===== config.mk =====
export PLATFORM = sky130hd
export DESIGN_NAME = pwm_fine_edge_stage
export DESIGN_NICKNAME = d
export VERILOG_FILES = /design/src/rtl/pwm_fine_pkg.sv /design/src/rtl/pwm_time_base.sv /design/src/rtl/pwm_frac_shadow.sv /design/src/rtl/pwm_out_route.sv /design/src/rtl/pwm_fine_edge_stage.sv
export SDC_FILE = /design/constraint.sdc
export NUM_CORES = 1
export LEC_CHECK = 0
export BUFFER_PORTS_ARGS = -buffer_cell sky130_fd_sc_hd__buf_4
export CORE_AREA = 2 2 118 120
export DETAILED_ROUTE_END_ITERATION = 10
export DIE_AREA = 0 0 120 122
export PLACE_DENSITY_LB_ADDON = 0.3
export SLEW_MARGIN = 40
export SYNTH_ARGS = -nofsm -noshare
export SYNTH_HDL_FRONTEND = slang
export SYNTH_SLANG_ARGS = --single-unit

===== constraint.sdc =====
create_clock -name clk_i -period 5.01 [get_ports clk_i]
set_clock_uncertainty 0.2 [all_clocks]
set_input_delay 0.7515 -clock clk_i [delete_from_list [all_inputs] [get_ports clk_i]]
set_output_delay 0.7515 -clock clk_i [all_outputs]
set_load 0.03 [all_outputs]

===== src/rtl/pwm_fine_pkg.sv =====
package pwm_fine_pkg;
  typedef enum logic [1:0] {
    LD_ZERO = 2'b00,
    LD_PRD  = 2'b01,
    LD_BOTH = 2'b10,
    LD_NONE = 2'b11
  } load_sel_e;

  typedef enum logic [1:0] {
    EM_OFF  = 2'b00,
    EM_RISE = 2'b01,
    EM_FALL = 2'b10,
    EM_BOTH = 2'b11
  } edge_mode_e;

  // bit order matches ctrl_wdata_i
  typedef struct packed {
    logic       swap;
    logic       b_inv;
    logic       auto_conv;
    load_sel_e  load_sel;
    edge_mode_e edge_mode;
  } ctrl_t;

  localparam int CTRL_W = $bits(ctrl_t);
endpackage


===== src/rtl/pwm_time_base.sv =====
module pwm_time_base #(
  parameter int CNT_W = 16
) (
  input  logic             clk_i,
  input  logic             rst_ni,
  input  logic [CNT_W-1:0] period_i,
  output logic [CNT_W-1:0] cnt_o,
  output logic             zero_o,
  output logic             prd_o
);
  logic [CNT_W-1:0] cnt_q;

  always_ff @(posedge clk_i or negedge rst_ni) begin
    if (!rst_ni)                cnt_q <= '0;
    else if (cnt_q >= period_i) cnt_q <= '0;
    else                        cnt_q <= cnt_q + 1'b1;
  end

  assign cnt_o  = cnt_q;
  assign zero_o = (cnt_q == '0);
  assign prd_o  = (cnt_q == period_i);
endmodule


===== src/rtl/pwm_frac_shadow.sv =====
module pwm_frac_shadow
  import pwm_fine_pkg::*;
#(
  parameter int FRAC_W = 8
) (
  input  logic              clk_i,
  input  logic              rst_ni,
  input  logic              wr_i,
  input  logic [FRAC_W-1:0] wdata_i,
  input  logic [FRAC_W-1:0] step_i,
  input  logic              auto_i,
  input  load_sel_e         load_sel_i,
  input  logic              zero_i,
  input  logic              prd_i,
  output logic [FRAC_W-1:0] act_o,
  output logic [FRAC_W-1:0] off_o,
  output logic              load_o
);
  localparam int PROD_W = 2 * FRAC_W;

  logic [FRAC_W-1:0] shadow_q, act_q, off_q, off_next;
  logic [PROD_W-1:0] prod;
  logic              load;

  always_comb begin
    unique case (load_sel_i)
      LD_ZERO: load = zero_i;
      LD_PRD:  load = prd_i;
      LD_BOTH: load = zero_i | prd_i;
      default: load = 1'b0;
    endcase
  end

  assign prod     = PROD_W'(shadow_q) * PROD_W'(step_i);
  assign off_next = auto_i ? prod[PROD_W-1:FRAC_W] : shadow_q;

  always_ff @(posedge clk_i or negedge rst_ni) begin
    if (!rst_ni) begin
      shadow_q <= '0;
      act_q    <= '0;
      off_q    <= '0;
    end else begin
      if (wr_i) shadow_q <= wdata_i;
      if (load) begin
        act_q <= shadow_q;
        off_q <= off_next;
      end
    end
  end

  assign act_o  = act_q;
  assign off_o  = off_q;
  assign load_o = load;
endmodule


===== src/rtl/pwm_out_route.sv =====
module pwm_out_route
  import pwm_fine_pkg::*;
#(
  parameter int CNT_W  = 16,
  parameter int FRAC_W = 8
) (
  input  logic [CNT_W-1:0]  cnt_i,
  input  logic [CNT_W-1:0]  cmp_a_i,
  input  logic [CNT_W-1:0]  cmp_b_i,
  input  logic [FRAC_W-1:0] off_i,
  input  edge_mode_e        edge_mode_i,
  input  logic              b_inv_i,
  input  logic              swap_i,
  output logic              pwm_a_o,
  output logic              pwm_b_o,
  output logic [FRAC_W-1:0] rise_off_o,
  output logic [FRAC_W-1:0] fall_off_o
);
  logic              ch_a, ch_b;
  logic [1:0]        mode_bits;
  logic [FRAC_W-1:0] edge_off [2];

  assign ch_a = (cnt_i < cmp_a_i);
  assign ch_b = b_inv_i ? ~ch_a : (cnt_i < cmp_b_i);

  assign pwm_a_o = swap_i ? ch_b : ch_a;
  assign pwm_b_o = swap_i ? ch_a : ch_b;

  assign mode_bits = edge_mode_i;

  // index 0 = rising, 1 = falling
  for (genvar e = 0; e < 2; e++) begin : g_edge
    assign edge_off[e] = mode_bits[e] ? off_i : '0;
  end

  assign rise_off_o = edge_off[0];
  assign fall_off_o = edge_off[1];
endmodule


===== src/rtl/pwm_fine_edge_stage.sv =====
module pwm_fine_edge_stage
  import pwm_fine_pkg::*;
#(
  parameter int CNT_W  = 16,
  parameter int FRAC_W = 8
) (
  input  logic              clk_i,
  input  logic              rst_ni,
  input  logic [CNT_W-1:0]  period_i,
  input  logic [CNT_W-1:0]  cmp_a_i,
  input  logic [CNT_W-1:0]  cmp_b_i,
  input  logic              ctrl_wr_i,
  input  logic [CTRL_W-1:0] ctrl_wdata_i,
  input  logic              step_wr_i,
  input  logic [FRAC_W-1:0] step_wdata_i,
  input  logic              frac_wr_i,
  input  logic [FRAC_W-1:0] frac_wdata_i,
  output logic              pwm_a_o,
  output logic              pwm_b_o,
  output logic [FRAC_W-1:0] rise_off_o,
  output logic [FRAC_W-1:0] fall_off_o
);
  ctrl_t             ctrl_q;
  logic [FRAC_W-1:0] step_q;
  logic [CNT_W-1:0]  cnt;
  logic              zero_evt, prd_evt, load_evt;
  logic [FRAC_W-1:0] act_frac, edge_off;

  always_ff @(posedge clk_i or negedge rst_ni) begin
    if (!rst_ni) begin
      ctrl_q <= '0;
      step_q <= '0;
    end else begin
      if (ctrl_wr_i) ctrl_q <= ctrl_t'(ctrl_wdata_i);
      if (step_wr_i) step_q <= step_wdata_i;
    end
  end

  pwm_time_base #(.CNT_W(CNT_W)) u_tb (
    .clk_i   (clk_i),
    .rst_ni  (rst_ni),
    .period_i(period_i),
    .cnt_o   (cnt),
    .zero_o  (zero_evt),
    .prd_o   (prd_evt)
  );

  pwm_frac_shadow #(.FRAC_W(FRAC_W)) u_frac (
    .clk_i     (clk_i),
    .rst_ni    (rst_ni),
    .wr_i      (frac_wr_i),
    .wdata_i   (frac_wdata_i),
    .step_i    (step_q),
    .auto_i    (ctrl_q.auto_conv),
    .load_sel_i(ctrl_q.load_sel),
    .zero_i    (zero_evt),
    .prd_i     (prd_evt),
    .act_o     (act_frac),
    .off_o     (edge_off),
    .load_o    (load_evt)
  );

  pwm_out_route #(.CNT_W(CNT_W), .FRAC_W(FRAC_W)) u_route (
    .cnt_i      (cnt),
    .cmp_a_i    (cmp_a_i),
    .cmp_b_i    (cmp_b_i),
    .off_i      (edge_off),
    .edge_mode_i(ctrl_q.edge_mode),
    .b_inv_i    (ctrl_q.b_inv),
    .swap_i     (ctrl_q.swap),
    .pwm_a_o    (pwm_a_o),
    .pwm_b_o    (pwm_b_o),
    .rise_off_o (rise_off_o),
    .fall_off_o (fall_off_o)
  );
endmodule


==> impl_results.md <==
- Outcome: complete, no violations
- Yosys warns: 0
- Final GP Congestion: slightly below 0.9
- Skew-Pair Late Insertion Delay: ~0.29 ns
- Leak Pwr: between 3 and 4 nW
- DIE WIDTH: 120 um
- Sequential share of the synthesized area: 0.223
- Fin. Hold Viols: 0
- Net count after synthesis: about 770
- Synth area leader: dfrtp_1
- Clk root buf: clkbuf_16
- Post-CTS setup buffer count: 0
- Crit-path max cell delay: 0.54 ns
- Post-Synth XOR/XNOR Area: 0.0365
- Crit path kind: register to register
- FFs w/ async S/R, synth: 1.00
- Area growth from synthesis to layout: 20.2%
- Most frequent cells in the layout: buf_4, inv_1, ha_1
- Delay-heaviest family, CP: adder cells
- Clk slew on worst S/H paths: ~0.070 ns
- CTS tree: yes
- CP Data Required Time: between 5 and 6 ns
- Multiplexer area fraction after synthesis: 0.0664
- First-pass GRT wire length: between 20000 and 25000 um
- Top FF cell, synth: dfrtp_1
- Antenna diodes: 0
- DR vias: around 4300
- Synthesized area per cell: just over 9 sq um
- Cell breakdown of the critical path: and2_1 > fa_1 > fa_1 > fa_1 > inv_1 > fa_1 > inv_1 > ha_1 > inv_1 > o21bai_1 > a221o_2 > a21oi_2 > mux2_1 > o21ai_1
- Crit. End Element: register
- Initial detailed-routing violation count: roughly 170
- Drt first pass iters: 4
- Hold buffer count at CTS: 0
- Share of layout cells above drive strength 1: 0.209
- Peak Freq: between 200 and 250 MHz
- Crit-path max FO: 10
- Synthesized instance count: between 500 and 600
- Antenna violations before repair: 0
- Sw Share: 0.462
- Clock Power Share: 0.133
- RSZ-0062 raised after global routing: no
- Slew margin rel.: 0.536
- Worst Hold Class: input port to async pin
- Final Total Pwr: approximately 0.0026 W
- WP data arrival: ~4.8 ns
- Layout Nets: between 800 and 900
- DRC Markers: 0
- Post-synth EDFFs: 0
- Port Buf Inserts: between 90 and 100
- Max Slew Vio Count: 0
- Fin Setup TNS: 0 ns
- Power density over cell area: 413 nW/um^2
- Max cap viols: 0
- Global Route Usage Sum: 0.173
- Compound-Gate Fraction of Synth Area: 0.0857
- Pre-CTS setup slack: roughly 0.15 ns
- Core Region: 13500 sq um
- Vias per inst: between 5 and 6
- Fin crit share: 0.957
- Ports: between 90 and 100
- Vias in the first global route: approximately 4400
- Grt total ovfl: 0
- Initial Util: 0.390
- Largest family of logic cells by synthesized area: adder cells
- HPWL Detailed: 10100 um
- Most Frequent Cell on Critical Path: fa_1
- CP bufs+invs: 3
- Tmin final: around 4.8 ns
- Post_cts resized: 0
- Cell area after synthesis: approximately 5300 sq um
- Hold Slack: around 0.26 ns
- Actual slew at the worst max-slew pin: about 0.7 ns
- Final instance count without filler cells: about 850
- Post-Synth Adder-Cell Area: 0.325
- Nature of the critical path startpoint: register
- Inserted Clock Buffers: 5
- Most common cell after layout, fill and taps aside: buf_4
- Post-synthesis register bit count: between 40 and 50
- Largest net degree at the start of global routing: 48
- Drt wl/cell: approximately 15 um
- Die Footprint: approximately 15000 sq um
- Logic pwr share: 0.643
- VDD IR max: 0.176 mV
- Slowest CP cell: fa_1
- Final WS setup: ~0.21 ns
- Post-Synth Simple-Gate Area: 0.190
- Final setup vio count: 0
- Worst-case clock buffer depth: 2
- Clock sink total: between 40 and 50
- NetSw: 0.00121 W
- Internal power: between 0.001 and 0.0015 W
- Netlist cell types: about 50
- # rows: 43
- Post-DRT Antenna Nets: 0
- Flop pwr share: 0.224
- Top cell type's share of synthesized area: 0.223
- Htree depth: 2
- Chip height: roughly 120 um
- DRT Wirelength: approximately 12000 um
- Synth area leaders: dfrtp_1, ha_1, fa_1, and2_1, inv_1
- Placed insts: ~840
==> cell families after synthesis <==
logic type | after synthesis
multiplexers | 32
AND/OR/NAND/NOR | 185
buffers and inverters | 102
AO/OA/AOI/OAI | 71
XOR/XNOR | 22
adder cells (fa/ha/maj) | 116
flip-flops | 47
==> worst paths after layout <==
path,start,end,slack [ns],cells after the start
min in group clk_i,u_frac.off_o[0]$_DFFE_PN0P_,u_frac.off_o[0]$_DFFE_PN0P_,0.34,1
setup reg to reg,u_frac.shadow_q[2]$_DFFE_PN0P_,u_frac.off_o[7]$_DFFE_PN0P_,0.21,14
hold reg to reg,u_frac.off_o[0]$_DFFE_PN0P_,u_frac.off_o[0]$_DFFE_PN0P_,0.34,1
setup / recovery,u_frac.shadow_q[2]$_DFFE_PN0P_,u_frac.off_o[7]$_DFFE_PN0P_,0.21,14
max in group asynchronous,rst_ni,step_q[4]$_DFFE_PN0P_,3.91,1
hold / removal,rst_ni,step_q[1]$_DFFE_PN0P_,0.26,1
==> routing by layer <==
metal  wire length [um]  GRT usage  vias up
met5                  0          0        -
met2               6340      0.311       74
met4                176     0.0390        0
met3                401     0.0183       17
li1                   -          -     2097
met1               5490      0.224     2105
==> synthesized netlist by cell type, drive strengths merged, types with 2 or more instances <==
library cell,count
ha,81
inv,93
fa,35
and4,2
nor3,8
clkbuf,5
a41oi,2
dfrtp,47
nand4b,2
and3,2
nor3b,2
buf,4
o21ai,20
o21a,3
nand4,13
a21o,3
a31oi,2
xnor2,11
and2,65
mux2i,8
o211ai,2
nor2,34
mux2,24
nand3,8
a21oi,24
nor2b,5
nor4,5
xor2,11
nand2,36
o2111ai,2
a211oi,4
==> power by group through the flow <==
stage	logic, W	clock network [W]	registers, W
floorplan	0.00128	0	0.000535
global placement	0.00162	0	0.000589
detailed placement	0.00167	0	0.000595
CTS	0.00168	0.000358	0.000587
global route	0.00190	0.000370	0.000605
finish	0.00168	0.000348	0.000586
==> flip-flops by register name, indices dropped and copies added, names as in the netlist <==
signal           cells
ctrl_q               7
step_q               8
u_tb.cnt_o          16
u_frac.off_o         8
u_frac.shadow_q      8
==> stage by stage <==
stage | util | area, sq um
global placement | 0.457 | 6170
CTS | 0.468 | 6330
global route | 0.469 | 6340
floorplan | - | 5270
finish | 0.469 | 6340
detailed placement | 0.457 | 6170
==> worst reg2reg max path: stages (launching register included) <==
cell	delay, ns
dfrtp_1	0.50
and2_1	0.23
fa_1	0.49
fa_1	0.52
fa_1	0.54
inv_1	0.05
fa_1	0.53
inv_1	0.04
ha_1	0.33
inv_1	0.11
o21bai_1	0.10
a221o_2	0.43
a21oi_2	0.19
mux2_1	0.33
o21ai_1	0.13
==> final cells by class <==
type,count,area [sq um]
inverter,93,349
sequential,47,1180
tap,180,225
multi-input combinational,426,3710
clock buffer,5,125
clock inverter,3,27.5
fill,1305,7170
timing repair buffer,95,713
Note: power is estimated with default switching activity, not from simulation.
